<file path="config.mk">
export PLATFORM = sky130hd
export DESIGN_NAME = ipi_chan_ctrl
export DESIGN_NICKNAME = d
export VERILOG_FILES = /design/src/rtl/ipi_chan_pkg.sv /design/src/rtl/ipi_chan_decode.sv /design/src/rtl/ipi_chan_datapath.sv /design/src/rtl/ipi_chan_ctrl.sv
export SDC_FILE = /design/constraint.sdc
export NUM_CORES = 1
export LEC_CHECK = 0
export ABC_AREA = 1
export BUFFER_PORTS_ARGS = -buffer_cell sky130_fd_sc_hd__buf_2
export CELL_PAD_IN_SITES_DETAIL_PLACEMENT = 2
export CELL_PAD_IN_SITES_GLOBAL_PLACEMENT = 2
export CORE_UTILIZATION = 22
export DETAILED_ROUTE_END_ITERATION = 10
export PLACE_DENSITY = 0.85
export SETUP_SLACK_MARGIN = 0.1
export SLEW_MARGIN = 10
export SYNTH_ARGS = -nofsm -noshare
export SYNTH_HDL_FRONTEND = slang
export SYNTH_SLANG_ARGS = --single-unit
</file>
<file path="constraint.sdc">
create_clock -name clk -period 1.4 [get_ports clk]
set_input_delay 0.28 -clock clk [delete_from_list [all_inputs] [get_ports clk]]
set_output_delay 0.28 -clock clk [all_outputs]
set_load 0.02 [all_outputs]
</file>
<file path="src/rtl/ipi_chan_pkg.sv">
package ipi_chan_pkg;
  localparam int DATA_W = 32;
  localparam int NUM_CH = 11;
  localparam int ADDR_W = 5;

  typedef logic [DATA_W-1:0] word_t;
  typedef logic [NUM_CH-1:0] chan_t;

  typedef enum logic [1:0] {RD_ZERO, RD_OBS, RD_STAT, RD_MASK} rdsel_t;

  typedef struct packed {
    logic   trigWr;
    logic   statClr;
    logic   maskEn;
    logic   maskDis;
    rdsel_t rdSel;
  } strobe_t;

  // Word offsets (byte address bits [4:2])
  localparam logic [2:0] OFS_TRIG = 3'd0;
  localparam logic [2:0] OFS_OBS  = 3'd1;
  localparam logic [2:0] OFS_STAT = 3'd4;
  localparam logic [2:0] OFS_MASK = 3'd5;
  localparam logic [2:0] OFS_EN   = 3'd6;
  localparam logic [2:0] OFS_DIS  = 3'd7;

  function automatic int chanBit(input int idx);
    case (idx)
      0:       return 0;
      1:       return 8;
      2:       return 9;
      3, 4, 5, 6:  return 13 + idx;
      default: return 17 + idx;
    endcase
  endfunction

  function automatic chan_t packWord(input word_t w);
    chan_t c;
    for (int i = 0; i < NUM_CH; i++) c[i] = w[chanBit(i)];
    return c;
  endfunction

  function automatic word_t unpackChan(input chan_t c);
    word_t w;
    w = '0;
    for (int i = 0; i < NUM_CH; i++) w[chanBit(i)] = c[i];
    return w;
  endfunction

  localparam word_t VALID_MASK = unpackChan('1);
endpackage

</file>
<file path="src/rtl/ipi_chan_decode.sv">
module ipi_chan_decode
  import ipi_chan_pkg::*;
(
  input  logic              busValid,
  input  logic              busWrite,
  input  logic [ADDR_W-1:0] busAddr,
  output strobe_t           strb
);
  logic       aligned;
  logic [2:0] ofs;
  logic       wrHit;
  logic       rdHit;

  assign aligned = (busAddr[1:0] == 2'b00);
  assign ofs     = busAddr[4:2];
  assign wrHit   = busValid && busWrite && aligned;
  assign rdHit   = busValid && !busWrite && aligned;

  always_comb begin
    strb         = '0;
    strb.rdSel   = RD_ZERO;
    strb.trigWr  = wrHit && (ofs == OFS_TRIG);
    strb.statClr = wrHit && (ofs == OFS_STAT);
    strb.maskEn  = wrHit && (ofs == OFS_EN);
    strb.maskDis = wrHit && (ofs == OFS_DIS);
    if (rdHit) begin
      case (ofs)
        OFS_OBS:  strb.rdSel = RD_OBS;
        OFS_STAT: strb.rdSel = RD_STAT;
        OFS_MASK: strb.rdSel = RD_MASK;
        default:  strb.rdSel = RD_ZERO;
      endcase
    end
  end
endmodule

</file>
<file path="src/rtl/ipi_chan_datapath.sv">
module ipi_chan_datapath
  import ipi_chan_pkg::*;
(
  input  logic    clk,
  input  logic    rstN,
  input  strobe_t strb,
  input  word_t   busWdata,
  input  chan_t   reqIn,
  input  chan_t   obsIn,
  output word_t   busRdata,
  output chan_t   trigQ,
  output chan_t   statQ,
  output chan_t   maskQ,
  output logic    irqOut
);
  chan_t wChan;
  chan_t obsQ;
  chan_t statNext;
  chan_t maskNext;

  assign wChan = packWord(busWdata);

  always_comb begin
    statNext = statQ;
    if (strb.statClr) statNext = statNext & ~wChan;
    statNext = statNext | reqIn;
  end

  always_comb begin
    maskNext = maskQ;
    if (strb.maskEn)  maskNext = maskNext & ~wChan;
    if (strb.maskDis) maskNext = maskNext | wChan;
  end

  always_ff @(posedge clk) begin
    if (!rstN) begin
      trigQ <= '0;
      statQ <= '0;
      maskQ <= '1;
      obsQ  <= '0;
    end else begin
      trigQ <= strb.trigWr ? wChan : '0;
      statQ <= statNext;
      maskQ <= maskNext;
      obsQ  <= obsIn;
    end
  end

  assign irqOut = |(statQ & ~maskQ);

  always_comb begin
    case (strb.rdSel)
      RD_OBS:  busRdata = unpackChan(obsQ);
      RD_STAT: busRdata = unpackChan(statQ);
      RD_MASK: busRdata = unpackChan(maskQ);
      default: busRdata = '0;
    endcase
  end
endmodule

</file>
<file path="src/rtl/ipi_chan_ctrl.sv">
module ipi_chan_ctrl
  import ipi_chan_pkg::*;
(
  input  logic              clk,
  input  logic              rstN,
  input  logic              busValid,
  input  logic              busWrite,
  input  logic [ADDR_W-1:0] busAddr,
  input  logic [DATA_W-1:0] busWdata,
  output logic [DATA_W-1:0] busRdata,
  input  logic [NUM_CH-1:0] reqIn,
  input  logic [NUM_CH-1:0] obsIn,
  output logic [NUM_CH-1:0] trigOut,
  output logic [NUM_CH-1:0] obsOut,
  output logic              irqOut
);
  strobe_t strb;
  chan_t   maskVec;

  ipi_chan_decode u_decode (
    .busValid (busValid),
    .busWrite (busWrite),
    .busAddr  (busAddr),
    .strb     (strb)
  );

  ipi_chan_datapath u_dp (
    .clk      (clk),
    .rstN     (rstN),
    .strb     (strb),
    .busWdata (busWdata),
    .reqIn    (reqIn),
    .obsIn    (obsIn),
    .busRdata (busRdata),
    .trigQ    (trigOut),
    .statQ    (obsOut),
    .maskQ    (maskVec),
    .irqOut   (irqOut)
  );
endmodule

</file>
==> metrics.yaml <==
clock_tree:
  cts_buffer_depth: 2
  clk_latency_ps: 310
  cts_buffers: 5
  root_buffer: "clkbuf_8"
  holdBufCountCts: 0
  cts_sinks: 44
  cts_tree: "yes"
  htreeDepth: 2
  cts.clk_slew.worst_paths_ps: 90
placed_design:
  dp_cells: 518
  portBuffers: 75
  hpwl_um: 6300
  gp_congestion: 0.735
logic_synthesis:
  synth-simple-area-share_pct: 29.2
  ys_async_sr_fraction_pct: 0
  syn_area_sq_um: 2180
  yosys-mux-area-fraction_pct: 0
  synth-main-ff-cell: "dfxtp_1"
  synthTopCellsByArea: "dfxtp_1, inv_1, nand2_1"
  synthesis.instances: 305
  synth_top_family_by_area: "simple AND/OR/NAND/NOR gates"
  synth-compound-area-share_pct: 8.37
  synth_seq_cells: 44
  synthAdderAreaFrac_pct: 0
  synth.most_common_cell: "inv_1"
  syn_area_per_cell_sq_um: 7.15
  netlist.area_leader.share_pct: 40.4
  ys_types: 21
  yosys_warnings: 0
  yosysSeqAreaShare_pct: 40.4
  yosys.area.top_type: "dfxtp_1"
  synthXorXnorAreaFrac_pct: 0
  ys_top_cells_by_count: "inv_1, nand2_1, dfxtp_1"
  synth_edf_count: 0
pwr:
  p_switching_mw: 0.812
  sw_frac_of_total_pct: 30.3
  power.total_mw: 2.68
  power_leakage_nw: 1.79
  combPwrFrac_pct: 18.4
  p_int_mw: 1.87
  worst_ir_drop_vdd_mv: 0.333
  seqPwrFrac_pct: 49.6
  p_clk_share_pct: 32.0
  power_density_nw_per_um2: 794
timing:
  hold_viol_final: 0
  maxSlewViolCount: 0
  max_freq_mhz: 621
  rsz0062_at_grt: "true"
  min_period_over_period_pct: 115
  whs_ps: 144
  finalSetupViolations: 12
  fin_crit_ps: 1610
  finClkSkew_ps: 0
  setup_ws_ps: -209
worst_setup_path:
  cp_slowest_cell: "dfxtp_2"
  rr_worst_depth: 4
  cp-end-kind: "output pin"
  cp_max_fo: 3
  required_ps: 1120
  worst-setup-path-type: "reg2out"
  critical_path_arrival_ps: 1330
  max_stage_delay_ps: 370
  path_cells: "inv_2, nand2_4, nand3_4, nor3_4, nand2_2, buf_6"
  cp-start-kind: "flip-flop"
  r2r_slack_ps: 580
min_path:
  holdPathEnd: "u_dp.obsQ[5]"
  min_from: "obsIn[5]"
  worstHoldPathType: "in2reg"
  whs_path_depth: 3
outcome:
  violations: "setup timing"
  status: "finished with violations"
floorplan:
  die_y_um: 102
  die_w_um: 102
  start_util_pct: 23.2
  coreArea_sq_um: 9420
  rows: 35
  design.die.area_sq_um: 10300
  ios: 118
layout:
  layout-drive-gt1-share_pct: 47.1
  finalNetCount: 470
  final_cells: 537
  diodes: 0
  syn2layout_area_growth_pct: 54.5
detailed_routing:
  vias: 2459
  via_per_inst: 4.58
  first_iter_violations: 83
  wl_per_cell_um: 19.3
  wirelength_um: 10300
  drc: 0
  firstDrtPassIters: 4
  drtAntennaViolNets: 0
job:
  maxCapViolCount: 0
global_route:
  grt_remaining_overflow: 0
  track_usage_pct: 19.5
  grt_pass1_wl_um: 14900
  grt_pass1_vias: 2649
  grt_start_max_net_pins: 23
  antenna_found_initial: 0
==> worst max-delay path: cells and delay by family (launching register included) <==
| family | cells | cell delay, ps |
|---|---|---|
| flip-flops | 1 | 370 |
| buffers and inverters | 2 | 190 |
| AND/OR/NAND/NOR | 4 | 470 |
==> how the worst max path moves through the flow <==
stage | from | end | slack [ps] | depth (start not counted)
2_1_floorplan | busAddr[0] | busRdata[16] | 140 | 7
3_3_place_gp | busWrite | busRdata[18] | -160 | 8
3_5_place_dp | busWrite | busRdata[17] | -200 | 8
4_1_cts | flip-flop | irqOut | -160 | 6
5_1_grt | flip-flop | irqOut | -270 | 6
6_report | flip-flop | irqOut | -210 | 6
==> layer usage <==
layer | share of wire, % | up-vias | track usage [%] | wire (um)
li1 | - | 1130 | - | -
met5 | 0 | - | 0 | 0
met1 | 42 | 1204 | 23.6 | 4390
met4 | 2.9 | 0 | 8.25 | 295
met3 | 4.8 | 23 | 4.00 | 501
met2 | 50 | 102 | 33.4 | 5160
==> layout by cell type, fill, tap and decap left out <==
cell type / netlist / final
a21oi_1: 11 / 11
and2_4: 0 / 1
buf_12: 0 / 4
buf_16: 0 / 3
buf_2: 9 / 58
buf_4: 22 / 25
buf_6: 1 / 19
buf_8: 0 / 3
clkbuf_8: 0 / 6
clkinv_2: 0 / 2
conb_1: 1 / 21
dfxtp_1: 44 / 34
dfxtp_2: 0 / 10
inv_1: 57 / 52
inv_2: 6 / 11
nand2_1: 55 / 44
nand2_2: 0 / 10
nand2_4: 0 / 1
nand3_1: 23 / 11
nand3_2: 0 / 11
nand3_4: 0 / 1
nand4_1: 23 / 23
nor2_1: 5 / 4
nor2_2: 2 / 2
nor2_4: 0 / 1
nor3_1: 3 / 1
nor3_2: 12 / 11
nor3_4: 0 / 3
o21ai_1: 22 / 15
o21ai_2: 0 / 7
o21ai_4: 0 / 1
o22ai_2: 0 / 2
==> layout make-up <==
class | instances | area [sq um]
Tap cell | 129 | 161
Sequential cell | 44 | 893
Clock inverter | 2 | 10.0
Timing Repair Buffer | 112 | 900
Multi-Input combinational cell | 181 | 1090
Fill cell | 1089 | 6040
Inverter | 63 | 236
Clock buffer | 6 | 82.6
==> kinds of logic (layout without fill, tap and decap cells) <==
family                 after synthesis  count (layout)
AO/OA/AOI/OAI                       36              36
buffers and inverters              100             183
flip-flops                          44              44
other                                1              21
AND/OR/NAND/NOR                    124             124
==> power by group through the flow <==
stage | clock (mW) | combinational, mW | sequential, mW
after floorplan | 0 | 0.232 | 1.37
after global placement | 0 | 0.399 | 1.35
after detailed placement | 0 | 0.417 | 1.35
after CTS | 0.853 | 0.457 | 1.32
after global routing | 0.931 | 0.530 | 1.33
final | 0.858 | 0.493 | 1.33
==> timing repair <==
action	in CTS	in global routing
pin swaps	10	11
endpoints found under the setup margin	12	18
gates resized for setup	56	35
gates cloned	4	0
buffers inserted	5	2
==> per-stage QoR <==
step	utilization, %	cell area (sq um)	worst slack, ps	TNS (ps)
3_3_place_gp	30.3	2860	-159	-1470
2_1_floorplan	-	2310	140	0
3_5_place_dp	30.3	2860	-197	-1890
4_1_cts	34.4	3240	-156	-1070
5_1_grt	35.8	3370	-270	-2130
6_report	35.8	3370	-209	-1480
No activity file was read; power rests on OpenSTA's default activity.
